**src/rtl/t1_ovh_pkg.sv**
```systemverilog
package t1_ovh_pkg;
  localparam int FNUM_W     = 5;
  localparam int D4_FRAMES  = 12;
  localparam int ESF_FRAMES = 24;
  localparam int CRC_W      = 6;

  typedef enum logic {
    FMT_D4  = 1'b0,
    FMT_ESF = 1'b1
  } sf_fmt_e;

  typedef enum logic [1:0] {
    SIG_A = 2'd0,
    SIG_B = 2'd1,
    SIG_C = 2'd2,
    SIG_D = 2'd3
  } sig_bit_e;

  // index 0 is the first pattern position in the superframe
  localparam logic [0:5] SIGFRM_PAT = 6'b001110;
  localparam logic [0:5] ESFFRM_PAT = 6'b001011;

  function automatic logic [FNUM_W-1:0] last_frame(input sf_fmt_e fmt);
    return (fmt == FMT_ESF) ? FNUM_W'(ESF_FRAMES) : FNUM_W'(D4_FRAMES);
  endfunction
endpackage

```
**src/rtl/t1_ovh_timebase.sv**
```systemverilog
module t1_ovh_timebase
  import t1_ovh_pkg::*;
#(
  parameter int SLOTS     = 24,
  parameter int SLOT_BITS = 8,
  localparam int FRAME_BITS = SLOTS * SLOT_BITS + 1,
  localparam int BW         = $clog2(FRAME_BITS)
) (
  input  logic              clk,
  input  logic              rst_n,
  input  logic              bit_en,
  input  logic              esf_req,
  output logic [BW-1:0]     bit_pos,
  output logic [FNUM_W-1:0] frame_num,
  output sf_fmt_e           fmt,
  output logic              sf_wrap
);
  localparam logic [BW-1:0] LAST_BIT = BW'(FRAME_BITS - 1);

  logic frame_wrap;

  assign frame_wrap = bit_en && (bit_pos == LAST_BIT);
  assign sf_wrap    = frame_wrap && (frame_num == last_frame(fmt));

  always_ff @(posedge clk or negedge rst_n) begin
    if (!rst_n) begin
      bit_pos <= '0;
    end else if (frame_wrap) begin
      bit_pos <= '0;
    end else if (bit_en) begin
      bit_pos <= bit_pos + 1'b1;
    end
  end

  always_ff @(posedge clk or negedge rst_n) begin
    if (!rst_n) begin
      frame_num <= FNUM_W'(1);
    end else if (sf_wrap) begin
      frame_num <= FNUM_W'(1);
    end else if (frame_wrap) begin
      frame_num <= frame_num + 1'b1;
    end
  end

  always_ff @(posedge clk or negedge rst_n) begin
    if (!rst_n) begin
      fmt <= FMT_D4;
    end else if (sf_wrap) begin
      fmt <= esf_req ? FMT_ESF : FMT_D4;
    end
  end
endmodule

```
**src/rtl/t1_ovh_crc_hold.sv**
```systemverilog
module t1_ovh_crc_hold #(
  parameter int W = 6
) (
  input  logic         clk,
  input  logic         rst_n,
  input  logic         load,
  input  logic [W-1:0] d,
  output logic [W-1:0] q
);
  always_ff @(posedge clk or negedge rst_n) begin
    if (!rst_n) begin
      q <= '0;
    end else if (load) begin
      q <= d;
    end
  end
endmodule

```
**src/rtl/t1_ovh_oh_mux.sv**
```systemverilog
module t1_ovh_oh_mux
  import t1_ovh_pkg::*;
(
  input  sf_fmt_e           fmt,
  input  logic [FNUM_W-1:0] frame_num,
  input  logic [CRC_W-1:0]  crc,
  input  logic              dl_valid,
  input  logic              dl_bit,
  output logic              oh_bit,
  output logic              dl_frame,
  output logic              sig_frame,
  output sig_bit_e          sig_sel
);
  logic [2:0] half_idx;
  logic [2:0] quad_idx;
  logic [2:0] six_idx;
  logic       mult6;

  always_comb begin
    half_idx = 3'(frame_num >> 1);
    quad_idx = 3'(frame_num >> 2);
    mult6    = (frame_num % FNUM_W'(6)) == '0;
    six_idx  = 3'(frame_num / FNUM_W'(6));
  end

  always_comb begin
    oh_bit   = 1'b1;
    dl_frame = 1'b0;
    if (fmt == FMT_D4) begin
      if (frame_num[0]) begin
        oh_bit = ~half_idx[0];
      end else begin
        oh_bit = SIGFRM_PAT[half_idx - 3'd1];
      end
    end else begin
      unique case (frame_num[1:0])
        2'b00:   oh_bit = ESFFRM_PAT[quad_idx - 3'd1];
        2'b10:   oh_bit = crc[3'd5 - quad_idx];
        default: begin
          dl_frame = 1'b1;
          oh_bit   = dl_valid ? dl_bit : 1'b1;
        end
      endcase
    end
  end

  always_comb begin
    sig_frame = 1'b0;
    sig_sel   = SIG_A;
    if (fmt == FMT_D4) begin
      if (frame_num == FNUM_W'(6)) begin
        sig_frame = 1'b1;
        sig_sel   = SIG_A;
      end else if (frame_num == FNUM_W'(12)) begin
        sig_frame = 1'b1;
        sig_sel   = SIG_B;
      end
    end else if (mult6) begin
      sig_frame = 1'b1;
      sig_sel   = sig_bit_e'(2'(six_idx - 3'd1));
    end
  end
endmodule

```
**src/rtl/t1_ovh_gen.sv**
```systemverilog
module t1_ovh_gen
  import t1_ovh_pkg::*;
#(
  parameter int SLOTS     = 24,
  parameter int SLOT_BITS = 8,
  localparam int FRAME_BITS = SLOTS * SLOT_BITS + 1,
  localparam int BW         = $clog2(FRAME_BITS)
) (
  input  logic              clk,
  input  logic              rst_n,
  input  logic              bit_en,
  input  logic              esf_mode_i,
  input  logic [5:0]        crc6_i,
  input  logic              dl_valid_i,
  input  logic              dl_bit_i,
  output logic              dl_ready_o,
  output logic              oh_slot_o,
  output logic              sf_start_o,
  output logic              oh_bit_o,
  output logic [4:0]        frame_num_o,
  output logic [BW-1:0]     bit_pos_o,
  output logic              sig_frame_o,
  output logic [1:0]        sig_sel_o,
  output logic              esf_active_o
);
  logic [BW-1:0]     bit_pos;
  logic [FNUM_W-1:0] frame_num;
  sf_fmt_e           fmt;
  logic              sf_wrap;
  logic [CRC_W-1:0]  crc_q;
  logic              dl_frame;
  sig_bit_e          sig_sel;

  t1_ovh_timebase #(
    .SLOTS     (SLOTS),
    .SLOT_BITS (SLOT_BITS)
  ) u_timebase (
    .clk       (clk),
    .rst_n     (rst_n),
    .bit_en    (bit_en),
    .esf_req   (esf_mode_i),
    .bit_pos   (bit_pos),
    .frame_num (frame_num),
    .fmt       (fmt),
    .sf_wrap   (sf_wrap)
  );

  t1_ovh_crc_hold #(
    .W (CRC_W)
  ) u_crc_hold (
    .clk   (clk),
    .rst_n (rst_n),
    .load  (sf_wrap),
    .d     (crc6_i),
    .q     (crc_q)
  );

  t1_ovh_oh_mux u_oh_mux (
    .fmt       (fmt),
    .frame_num (frame_num),
    .crc       (crc_q),
    .dl_valid  (dl_valid_i),
    .dl_bit    (dl_bit_i),
    .oh_bit    (oh_bit_o),
    .dl_frame  (dl_frame),
    .sig_frame (sig_frame_o),
    .sig_sel   (sig_sel)
  );

  assign oh_slot_o    = (bit_pos == '0);
  assign sf_start_o   = oh_slot_o && (frame_num == FNUM_W'(1));
  assign dl_ready_o   = bit_en && oh_slot_o && dl_frame;
  assign frame_num_o  = frame_num;
  assign bit_pos_o    = bit_pos;
  assign sig_sel_o    = sig_sel;
  assign esf_active_o = (fmt == FMT_ESF);
endmodule

```
**config.mk**
```make
export PLATFORM = sky130hd
export DESIGN_NAME = t1_ovh_gen
export DESIGN_NICKNAME = d
export VERILOG_FILES = /design/src/rtl/t1_ovh_pkg.sv /design/src/rtl/t1_ovh_timebase.sv /design/src/rtl/t1_ovh_crc_hold.sv /design/src/rtl/t1_ovh_oh_mux.sv /design/src/rtl/t1_ovh_gen.sv
export SDC_FILE = /design/constraint.sdc
export NUM_CORES = 1
export LEC_CHECK = 0
export ABC_AREA = 0
export BUFFER_PORTS_ARGS = -buffer_cell sky130_fd_sc_hd__buf_4
export CAP_MARGIN = 15
export CORE_MARGIN = 3
export CORE_UTILIZATION = 40
export DETAILED_ROUTE_END_ITERATION = 10
export PLACE_DENSITY = 0.66
export SYNTH_ARGS = -nofsm -noshare
export SYNTH_HDL_FRONTEND = slang
export SYNTH_SLANG_ARGS = --single-unit
```
**constraint.sdc**
```tcl
create_clock -name clk -period 5.1 [get_ports clk]
set_input_delay 0.51 -clock clk [delete_from_list [all_inputs] [get_ports clk]]
set_output_delay 0.51 -clock clk [all_outputs]
set_load 0.05 [all_outputs]
```
== Word level (Yosys, flattened, before mapping) ==
Memories as Yosys holds them, arrays and structs flattened.
Cells that the tools add are included.
Storage, ports and cells
  register bits: 20
  bits in read-only memories: 16
  input bits: 12
  logic and storage cells: 63
  memories: 2
Cells by class
  add/sub/neg operators: 6
  div/mod/pow operators: 2
  $lt $le $gt $ge: 3
  eq/ne operators: 6
  mux-type cells: 26
  bitwise logic cells: 3
  reductions and logical operators: 11
Memory list
  (name not given): words 8, width 1, rd ports 1, clocked after Yosys merged registers in 0, write ports 0, RTL line t1_ovh_oh_mux.sv:33  | oh_bit = SIGFRM_PAT[half_idx - 3'd1];
  (name not given): words 8, width 1, rd ports 1, clocked after Yosys merged registers in 0, write ports 0, RTL line t1_ovh_oh_mux.sv:37  | 2'b00: oh_bit = ESFFRM_PAT[quad_idx - 3'd1];
Operators with widths (count)
  $mux 1: 16
  $mux 8: 2
  $mux 5: 3
  $add 8x1->8 const B: 1
  $eq 8x8->1 const B: 1
  $ge 4x4->1 const B: 2
  $logic_not 8->1: 1
  $not 3->4: 2
  $mux 2: 3
  $sub 3x1->3 const B: 2
  $add 5x1->5 const B: 1
  $div 5x3->5 const B: 1
  $eq 5x1->1 const B: 1
  $eq 5x3->1 const B: 1
  $eq 5x4->1 const B: 1
  $eq 5x5->1: 1
  $logic_and 1x1->1: 5
  $logic_not 5->1: 1
  $mod 5x3->5 const B: 1
  $lt 3x4->1 const B: 1
  $reduce_bool 2->1: 2
  $bmux 1 s3: 1
  $sub 3x3->3 const A: 1
  $eq 2x2->1 const B: 1
  other kinds (5): 5

== Logic depth before layout (Yosys ltp) ==
Gate-level depths: netlist of the first run.
  depth in word-level cells: 7
  depth in mapped cells: 15

== Modules after synthesis ==
A second synthesis of the first run with hierarchy kept.
Second synthesis, totals
  cells, all modules: 167
  area total of the unflattened synthesis: 1660.3 um^2
By module, submodules not included
  t1_ovh_timebase: times used 1, cells each 81, area an instance 814.5 um^2, seq. area each 351.6 um^2
  t1_ovh_oh_mux: times used 1, cells each 66, area an instance 544.3 um^2, seq. area each 0.0 um^2
  t1_ovh_crc_hold: times used 1, cells each 13, area an instance 251.5 um^2, seq. area each 150.1 um^2
  t1_ovh_gen: times used 1, cells each 7, area an instance 50.0 um^2, seq. area each 0.0 um^2

== Least setup slack after synthesis of the first run ==
Ideal clock, no wire load.
  kind: register -> output
  from: reg u_timebase.frame_num[0]
  to: out sig_sel_o[1]
  arrival: 4.388 ns
  path slack: 0.202 ns
  cell stages (with the launch flop): 15
  buffers on the path: 2
  cell sequence: dfstp_2 > clkbuf_1 > inv_1 > ha_1 > nor2b_1 > o21ai_0 > a21boi_0 > ha_1 > clkbuf_1 > xor2_1 > a31oi_1 > ha_1 > or4_4 > or4_1 > a21oi_1
On the way
  cells in the longest elaborated chain, start to end: 4
  elaborated cells on any way between the ends: 6
RTL lines
  start, declared: RTL line t1_ovh_timebase.sv:14  | output logic [FNUM_W-1:0] frame_num,
  start signal, assigned: RTL line t1_ovh_timebase.sv:41  | frame_num <= frame_num + 1'b1;
  $div 5x3->5 or $mod 5x3->5 (tied branches): RTL line t1_ovh_oh_mux.sv:23, t1_ovh_oh_mux.sv:22
  $sub 2x1->2 or $logic_not 5->1 (tied branches): RTL line t1_ovh_oh_mux.sv:60, t1_ovh_oh_mux.sv:22
  $mux 2 *: RTL line t1_ovh_oh_mux.sv:58  | end else if (mult6) begin
  $mux 2 *: RTL line t1_ovh_oh_mux.sv:50  | if (fmt == FMT_D4) begin
  end, declared: RTL line t1_ovh_gen.sv:23  | output logic [1:0] sig_sel_o,
Mark *: on every way between the ends. The rest lies on a longest branch, timed or not.

== Final worst setup path of the first run ==
  from: reg u_timebase.frame_num[1]
  to: out sig_sel_o[1]
The elaborated chain is that of the path after synthesis.

==> results of run 1 <==
where the power goes:
group / internal [mW] / leakage (nW) / switching [mW] / total [mW]
clock network: 0.105 / 0.0357 / 0.0546 / 0.159
logic: 0.0547 / 0.565 / 0.114 / 0.169
registers: 0.179 / 0.260 / 0.0300 / 0.209
total: 0.338 / 0.861 / 0.198 / 0.537
cell type report:
class                      count  share of cell area [%]
clock buffer                   3                    2.14
clock inverter                 1                    1.56
inverter                       6                    1.17
multi-input combinational    138                    52.3
sequential                    20                    26.0
tap                           48                    3.12
timing repair buffer          35                    13.6
worst min-delay path by stage:
stage                     cells past startpoint                 endpoint  start
after floorplan                               0          u_crc_hold.q[0]  rst_n
after detailed placement                      1          u_crc_hold.q[1]  rst_n
after global routing                          1          u_crc_hold.q[1]  rst_n
after CTS                                     1          u_crc_hold.q[1]  rst_n
after global placement                        1          u_crc_hold.q[2]  rst_n
final                                         1  u_timebase.frame_num[4]  rst_n
kinds of logic after synthesis:
kind of cell / after synthesis / share of synthesized area, %
xor+xnor: 9 / 6.19
fa+ha+maj: 9 / 7.14
buf+inv: 16 / 4.36
simple gates: 70 / 25.6
mux: 10 / 7.70
flops: 20 / 31.8
compound gates: 40 / 17.2
routing by layer:
layer	wire [um]	track usage (%)
met1	1600	21.9
met3	172	1.78
met5	0	0
met4	73	7.79
met2	1920	29.1
metrics by stage:
stage	utilization (%)	power [mW]	hold slack (ns)	setup slack, ns	cells
floorplan	-	0.320	0.214	0.202	174
global placement	49.5	0.376	0.396	0.730	247
detailed placement	49.5	0.381	0.399	0.547	247
CTS	51.4	0.540	0.116	0.248	251
global route	51.5	0.562	0.113	0.0236	251
finish	51.5	0.537	0.110	0.349	251
state kept, by name, summed over array words and instances (netlist names):
name	count
u_timebase.frame_num	5
u_timebase.fmt	1
u_timebase.bit_pos	8
u_crc_hold.q	6
critical path: stages (launching register included):
cell	delay, ns
dfrtp_1	0.47
inv_1	0.23
ha_1	0.43
nor2b_1	0.24
o21ai_0	0.10
a21boi_0	0.21
ha_2	0.35
xor2_1	0.17
a31oi_1	0.08
ha_1	0.24
or4_4	0.56
or4_1	0.53
a21oi_1	0.16
buf_4	0.21
layout by cell type, fill, tap and decap left out, types with 2 or more instances in the layout:
cell      synthesis  layout
a211oi_1          3       3
a21boi_0          2       2
a21oi_1           7       7
a31oi_1           2       2
a32o_1            2       2
and3_1            4       4
buf_4             0      35
clkbuf_8          0       3
dfrtp_1          19      19
ha_1              9       8
inv_1             6       6
mux2_2            7       7
mux2i_1           2       2
nand2_1          16      16
nand2b_1          3       3
nand3_1           6       6
nand3b_1          3       3
nand4_1           4       4
nand4b_1          2       2
nor2_1            8       8
nor2b_1           7       7
nor3_1            4       4
nor4_1            2       2
nor4b_1           2       2
o21ai_0          11      11
o31ai_1           2       2
xnor2_1           3       3
xor2_1            5       5
==> results.yml, run 1 <==
grt:
  grt_pass1_wl_mm: 6.17
  grt_max_degree: 23
  antenna_found_initial: 0
  grt_use_total_pct: 17.2
  grt_pass1_vias: 1320
  grt-ovfl-total: 0
cells_and_area:
  design_area_um2: 1930
  syn2layout_area_growth_pct: 22.2
  diodes: 0
  nNetsFinal: 225
  final_layout_size_suffix_gt1_share_pct: 27.1
  multi_input_area_um2: 1010
  ff_latch_area_um2: 502
  fillers: 382
sta:
  setup_violations: 0
  tightestPinTransition_ns: 0.597
  rsz0062_at_grt: "false"
  fin_crit_sh_pct: 93.2
  fin_skew_ns: 0.00298
  final_period_minus_worst_setup_slack_ns: 4.75
  slew_viol_final: 0
  clock.fmax_ghz: 0.210
  setup_tns_ns: 0
  finalHoldViolCount: 0
  max_slew_margin_pct: 59.6
synthesis:
  avgSynthCellArea_um2: 9.06
  synth_edf_count: 0
  synth_area_leader_cell: "dfrtp_1"
  synthDistinctLibCells: 52
  syn-num-nets: 195
  synth_top_cell_area_share_pct: 30.2
  synth_area_leaders: "dfrtp_1 (30%), ha_1 (7.1%), mux2_2 (5.0%)"
  synthTopCellsByCount: "dfrtp_1 (19), nand2_1 (16), o21ai_0 (11)"
  synth_seq_cells: 20
  ys_seq_area_share_pct: 31.8
  syn-instance-count: 174
  async_flop_share_pct: 100
  synth_area_um2: 1580
  synth_most_common_cell: "dfrtp_1"
  synth_ff_type: "dfrtp_1"
  synth_warnings: 0
clock_network:
  cts_hold_buf: 0
  ctsRootBufferMaster: "clkbuf_8"
  clkSlewWorstSetupHoldPaths_ns: 0.08
  htreeDepth: 1
  cts_tree: "built"
  cts_sinks: 20
  clkLatencyLatePin_ns: 0.26
  clock_path_buffers: 2
  cts_buffers: 3
  post_cts_buffers: 0
  cts_resized: 0
routing:
  initialDrtViolationCount: 68
  viasPerCell: 5.83
  drc_errors: 0
  vias: 1463
  firstDrtPassIters: 4
  wirelength_mm: 3.77
  wl_per_cell_um: 15.0
  ant_nets: 0
floorplanning:
  io_pins: 33
  rows: 22
  die_area_um2: 4730
  dieWidth_um: 68.8
  die_h_um: 68.8
  core-area_um2: 3740
  start_util_pct: 42.1
placement:
  post_dp_cell_area_um2: 1850
  place_congestion: 0.871
  port_buffers: 32
  place_hpwl_mm: 2.84
critical_path:
  critPathMaxFanout: 12
  start_kind: "register"
  crit_end: "sig_sel_o[1]"
  critPathArrivalTime_ns: 4.24
  r2r_start: "u_timebase.frame_num[1]"
  crit-reg2reg-capture: "u_crc_hold.q[0]"
  r2r_cells: 6
  worstPathRequired_ns: 4.59
  r2r_setup_slack_ns: 2.76
  startpoint: "u_timebase.frame_num[1]"
  criticalPathCategory: "reg2out"
  endpoint_kind: "output port"
min_path:
  min_path_type: "in2async"
job:
  cap_violations: 0
pwr:
  cellPowerDensity_nw_per_um2: 279
  p_leak_nw: 0.861
  peakVddDrop_mv: 0.329
run_status:
  outcome: "complete, no violations"
No activity file was read; power rests on OpenSTA's default activity.
==> inputs of run 2 (changes only) <==
--- a/config.mk
+++ b/config.mk
@@ -10,8 +10,9 @@
 export CAP_MARGIN = 15
 export CORE_MARGIN = 3
 export CORE_UTILIZATION = 40
+export CTS_CLUSTER_SIZE = 25
 export DETAILED_ROUTE_END_ITERATION = 10
-export PLACE_DENSITY = 0.66
+export PLACE_DENSITY = 0.62
 export SYNTH_ARGS = -nofsm -noshare
 export SYNTH_HDL_FRONTEND = slang
 export SYNTH_SLANG_ARGS = --single-unit
==> constraint.sdc (replaced) <==
create_clock -name clk -period 4.9 [get_ports clk]
set_input_delay 0.49 -clock clk [delete_from_list [all_inputs] [get_ports clk]]
set_output_delay 0.49 -clock clk [all_outputs]
set_load 0.05 [all_outputs]
==> results.yml, run 2 (same netlist as run 1, synthesis figures left out) <==
run_status:
  outcome: "complete, no violations"
grt:
  grt.busiest_layer: "met2"
  use_met1_pct: 22.8
  antenna_found_initial: 0
  grt_pass1_vias: 1281
  grt-ovfl-total: 0
  met2_usage_pct: 29.2
  grt_max_degree: 23
  grt_use_total_pct: 17.0
  grt_pass1_wl_mm: 6.09
  use_met3_pct: 1.94
sta:
  finalHoldViolCount: 0
  timing.final.ws_setup_ns: 0.365
  clock.fmax_ghz: 0.221
  setup_violations: 0
  setup_tns_ns: 0
  fin_crit_sh_pct: 92.5
  tightestPinTransition_ns: 0.510
  max_slew_margin_pct: 65.5
  slew_viol_final: 0
  holdWs_ns: 0.0988
  rsz0062_at_grt: "false"
  fin_skew_ns: 0.00118
  final_period_minus_worst_setup_slack_ns: 4.53
clock_network:
  cts_resized: 0
  ctsRootBufferMaster: "clkbuf_8"
  cts_hold_buf: 0
  htreeDepth: 1
  cts_sinks: 20
  clock_path_buffers: 2
  clkSlewWorstSetupHoldPaths_ns: 0.07
  post_cts_buffers: 0
  cts_buffers: 3
  clkLatencyLatePin_ns: 0.25
  cts_tree: "built"
critical_path:
  startpoint: "u_timebase.frame_num[1]"
  crit_end: "sig_sel_o[1]"
  r2r_setup_slack_ns: 2.66
  start_kind: "register"
  criticalPathCategory: "reg2out"
  worstPathRequired_ns: 4.41
  critPathMaxFanout: 12
  critPathArrivalTime_ns: 4.04
  r2r_cells: 7
  crit-reg2reg-capture: "u_crc_hold.q[0]"
  endpoint_kind: "output port"
  r2r_start: "u_timebase.frame_num[1]"
floorplanning:
  io_pins: 33
  die_area_um2: 4730
  rows: 22
  start_util_pct: 42.1
  die_h_um: 68.8
  dieWidth_um: 68.8
  core-area_um2: 3740
min_path:
  min_path_type: "in2async"
cells_and_area:
  nNetsFinal: 226
  final_core_util_pct: 51.6
  ff_latch_area_um2: 502
  multi_input_area_um2: 1010
  largest_reg_flops: 8
  design_area_um2: 1930
  final_cells: 252
  diodes: 0
  final_common_cell: "buf_4"
  mostFrequentLayoutCells: "buf_4 (36), dfrtp_1 (19), nand2_1 (16)"
  syn2layout_area_growth_pct: 22.5
  final_layout_size_suffix_gt1_share_pct: 27.0
  top_regs: "u_timebase.bit_pos: 8 flops, u_crc_hold.q: 6 flops, u_timebase.frame_num: 5 flops"
  fillers: 375
  largest-register: "u_timebase.bit_pos"
routing:
  ant_nets: 0
  vias: 1414
  drc_errors: 0
  viasPerCell: 5.61
  initialDrtViolationCount: 138
  firstDrtPassIters: 4
  wl_per_cell_um: 14.6
  wirelength_mm: 3.68
job:
  cap_violations: 0
pwr:
  p_int_mw: 0.352
  pwr-share-seq_pct: 39.1
  power.share.combinational_pct: 31.6
  cellPowerDensity_nw_per_um2: 287
  switching_power_mw: 0.202
  p_leak_nw: 0.868
  p_sw_share_pct: 36.5
  pwr-share-clk_pct: 29.2
  p_total_mw: 0.554
  peakVddDrop_mv: 0.334
placement:
  post_dp_cell_area_um2: 1860
  port_buffers: 32
  dp_slack_ns: 0.661
  place_congestion: 0.821
  post-place-cells: 248
  place_hpwl_mm: 2.87
## run 2: worst min path at each step
stage | end | cells after the start
after floorplan | u_crc_hold.q[0] | 0
after global placement | u_timebase.bit_pos[7] | 1
after detailed placement | u_timebase.bit_pos[7] | 1
after CTS | u_timebase.bit_pos[5] | 1
after global routing | u_timebase.bit_pos[4] | 1
final | u_timebase.bit_pos[7] | 1
## run 2: layer usage
layer	vias to the layer above	routed length, um
met5	-	0
met4	0	38
li1	707	-
met2	24	1890
met1	679	1640
met3	4	105
## run 2: final cells by class
class	instances	share of cell area [%]
well taps	48	3.11
clock buffers	3	2.14
flip-flops and latches	20	26.0
clock inverters	1	1.55
inverters	6	1.17
repair buffers	36	14.0
multi-input cells	138	52.1
## run 2: worst max-delay path, cell delays in order (launching register included)
cell,delay [ns]
dfrtp_1,0.47
inv_1,0.23
ha_1,0.20
nor2b_1,0.20
o21ai_0,0.09
a21boi_0,0.19
ha_1,0.43
xor2_1,0.20
a31oi_1,0.08
ha_1,0.24
or4_4,0.55
or4_1,0.54
a21oi_1,0.15
buf_4,0.21
## run 2: power by group through the flow
stage          clock network [mW]  registers [mW]  logic, mW
5_1_grt                     0.175           0.223      0.188
3_3_place_gp                    0           0.217      0.175
6_report                    0.162           0.217      0.175
4_1_cts                     0.165           0.217      0.177
3_5_place_dp                    0           0.219      0.177
2_1_floorplan                   0           0.288     0.0451
==> inputs of run 3 (changes only) <==
--- a/config.mk
+++ b/config.mk
@@ -5,14 +5,15 @@
 export SDC_FILE = /design/constraint.sdc
 export NUM_CORES = 1
 export LEC_CHECK = 0
-export ABC_AREA = 0
+export ABC_AREA = 1
 export BUFFER_PORTS_ARGS = -buffer_cell sky130_fd_sc_hd__buf_4
 export CAP_MARGIN = 15
 export CORE_MARGIN = 3
 export CORE_UTILIZATION = 40
 export CTS_CLUSTER_SIZE = 25
 export DETAILED_ROUTE_END_ITERATION = 10
-export PLACE_DENSITY = 0.62
+export GPL_ROUTABILITY_DRIVEN = 0
+export PLACE_DENSITY = 0.63
 export SYNTH_ARGS = -nofsm -noshare
 export SYNTH_HDL_FRONTEND = slang
 export SYNTH_SLANG_ARGS = --single-unit
==> results.yml, run 3 <==
pwr:
  peakVddDrop_mv: 0.266
  p_leak_nw: 0.958
  p_total_mw: 0.704
  cellPowerDensity_nw_per_um2: 388
critical_path:
  r2r_start: "u_timebase.frame_num[0]"
  critPathArrivalTime_ns: 3.51
  path_cells: "inv_1, ha_1, nand2_2, inv_1, nand2_1, nand3_2, nor2_2, inv_1, ha_1, nand2_1, nand3_1, nand2_1, inv_1, ha_1, inv_1, nand2_4, nor2_4, nand2_2, nand2_2, inv_1, nor2_1, nand2_1, nor2_2, buf_4"
  cp_slowest_cell: "dfstp_2"
  r2r_cells: 9
  crit-reg2reg-capture: "u_timebase.frame_num[3]"
  critPathMaxFanout: 7
  criticalPathCategory: "reg2out"
  path_common_cell: "inv_1"
  start_kind: "register"
  crit_end: "sig_sel_o[1]"
  startpoint: "u_timebase.frame_num[0]"
  cp_slowest_stage_delay_ns: 0.59
  r2r_setup_slack_ns: 2.77
  worstPathRequired_ns: 4.41
  endpoint_kind: "output port"
cells_and_area:
  nNetsFinal: 267
  final_common_cell: "nand2_1"
  mostFrequentLayoutCells: "nand2_1 (53), buf_4 (32), inv_1 (29)"
  fillers: 356
  diodes: 0
  top_regs: "u_timebase.bit_pos: 8 flops, u_crc_hold.q: 6 flops, u_timebase.frame_num: 5 flops"
  final_layout_size_suffix_gt1_share_pct: 20.8
  largest_reg_flops: 8
  largest-register: "u_timebase.bit_pos"
  syn2layout_area_growth_pct: 22.4
  final_cells: 291
  final_core_util_pct: 52.7
synthesis:
  synth_area_leaders: "dfrtp_1 (32%), nand2_1 (13%), ha_1 (7.6%)"
  synth_warnings: 0
  synth_most_common_cell: "nand2_1"
  async_flop_share_pct: 100
  avgSynthCellArea_um2: 6.99
  synth_edf_count: 0
  ys_seq_area_share_pct: 33.8
  synthTopCellsByCount: "nand2_1 (53), inv_1 (29), nand3_1 (22)"
  synth_top_cell_area_share_pct: 32.1
  synth_area_um2: 1480
  synth_seq_cells: 20
  synthDistinctLibCells: 29
  syn-num-nets: 233
  synth_area_leader_cell: "dfrtp_1"
  synth_ff_type: "dfrtp_1"
  syn-instance-count: 212
clock_network:
  clock_path_buffers: 2
  cts_hold_buf: 0
  cts_sinks: 20
  post_cts_buffers: 0
  clkSlewWorstSetupHoldPaths_ns: 0.08
  ctsRootBufferMaster: "clkbuf_8"
  cts_tree: "built"
  cts_resized: 0
  clkLatencyLatePin_ns: 0.26
  htreeDepth: 1
  cts_buffers: 3
sta:
  fin_skew_ns: 0.00641
  fin_crit_sh_pct: 81.6
  tightestPinTransition_ns: 0.568
  setup_violations: 0
  rsz0062_at_grt: "false"
  holdWs_ns: 0.0950
  clock.fmax_ghz: 0.250
  final_period_minus_worst_setup_slack_ns: 4.00
  slew_viol_final: 0
  max_slew_margin_pct: 61.8
  setup_tns_ns: 0
  finalHoldViolCount: 0
floorplanning:
  start_util_pct: 43.1
  core-area_um2: 3440
  rows: 21
  io_pins: 33
  die_area_um2: 4470
  dieWidth_um: 66.9
  die_h_um: 66.9
routing:
  initialDrtViolationCount: 52
  vias: 1424
  viasPerCell: 4.89
  drc_errors: 0
  firstDrtPassIters: 4
  wl_per_cell_um: 11.4
  ant_nets: 0
  wirelength_mm: 3.32
grt:
  grt_pass1_vias: 1235
  antenna_found_initial: 0
  grt_max_degree: 21
  grt-ovfl-total: 0
  grt_pass1_wl_mm: 5.58
  grt_use_total_pct: 16.4
placement:
  post-place-cells: 287
  place_hpwl_mm: 2.63
  port_buffers: 32
run_status:
  outcome: "complete, no violations"
min_path:
  min_path_type: "in2async"
job:
  cap_violations: 0
## run 3: cell count changes after synthesis, moves of 7 or more
cell      previous run  this run
nand2_1             16        53
mux2_2               7         0
nor2b_1              7         0
nand3_1              6        22
clkbuf_1             8         1
inv_1                6        29
nor2_1               8        19
## run 3: logic make-up (layout without fill, tap and decap cells)
kind of cell	Yosys count	after routing	synth area share (%)
simple gates	124	124	38.8
fa+ha+maj	9	9	7.60
buf+inv	33	66	8.94
xor+xnor	3	3	1.77
flops	20	20	33.8
compound gates	23	23	9.03
## run 3: worst min path at each step
stage / start / end / slack, ns / depth (start not counted)
6_report: rst_n / u_timebase.bit_pos[4] / 0.09 / 1
5_1_grt: rst_n / u_timebase.bit_pos[4] / 0.11 / 1
3_5_place_dp: rst_n / u_timebase.bit_pos[4] / 0.38 / 1
2_1_floorplan: rst_n / u_crc_hold.q[0] / 0.19 / 0
3_3_place_gp: rst_n / u_timebase.bit_pos[4] / 0.38 / 1
4_1_cts: rst_n / u_timebase.bit_pos[4] / 0.1 / 1
## run 3: layout make-up
cell class                 instances  area [um2]  area share [%]
tap                               46        57.6            3.17
clock buffer                       4        55.1            3.03
timing repair buffer              32         240            13.2
sequential                        20         502            27.6
inverter                          30         113            6.20
multi-input combinational        159         848            46.7
## run 3: critical path, delay by kind of cell (launching register included)
family	cells	cell delay, ns
buffers and inverters	7	0.57
DFF	1	0.59
and+or+nand+nor	14	1.37
adders and majority gates	3	0.72
## run 3: where the power goes
group          total, mW  switching (mW)  leakage, nW  internal, mW
logic              0.337           0.232        0.693         0.105
clock network      0.125          0.0534       0.0288        0.0715
registers          0.242          0.0452        0.236         0.197
total              0.704           0.331        0.958         0.373
## run 3: per-stage QoR
stage / setup slack [ns] / instance area, um2
after floorplan: 0.887 / 1480
after global placement: 1.28 / 1760
after detailed placement: 1.18 / 1760
after CTS: 0.889 / 1820
after global routing: 0.487 / 1820
final: 0.901 / 1820
## run 3: layer usage
| layer | vias to the layer above | wire (um) | track usage (%) |
|---|---|---|---|
| li1 | 765 | - | - |
| met1 | 631 | 1610 | 22.9 |
| met2 | 24 | 1550 | 26.0 |
| met3 | 4 | 137 | 2.53 |
| met4 | 0 | 21 | 4.56 |
| met5 | - | 0 | 0 |
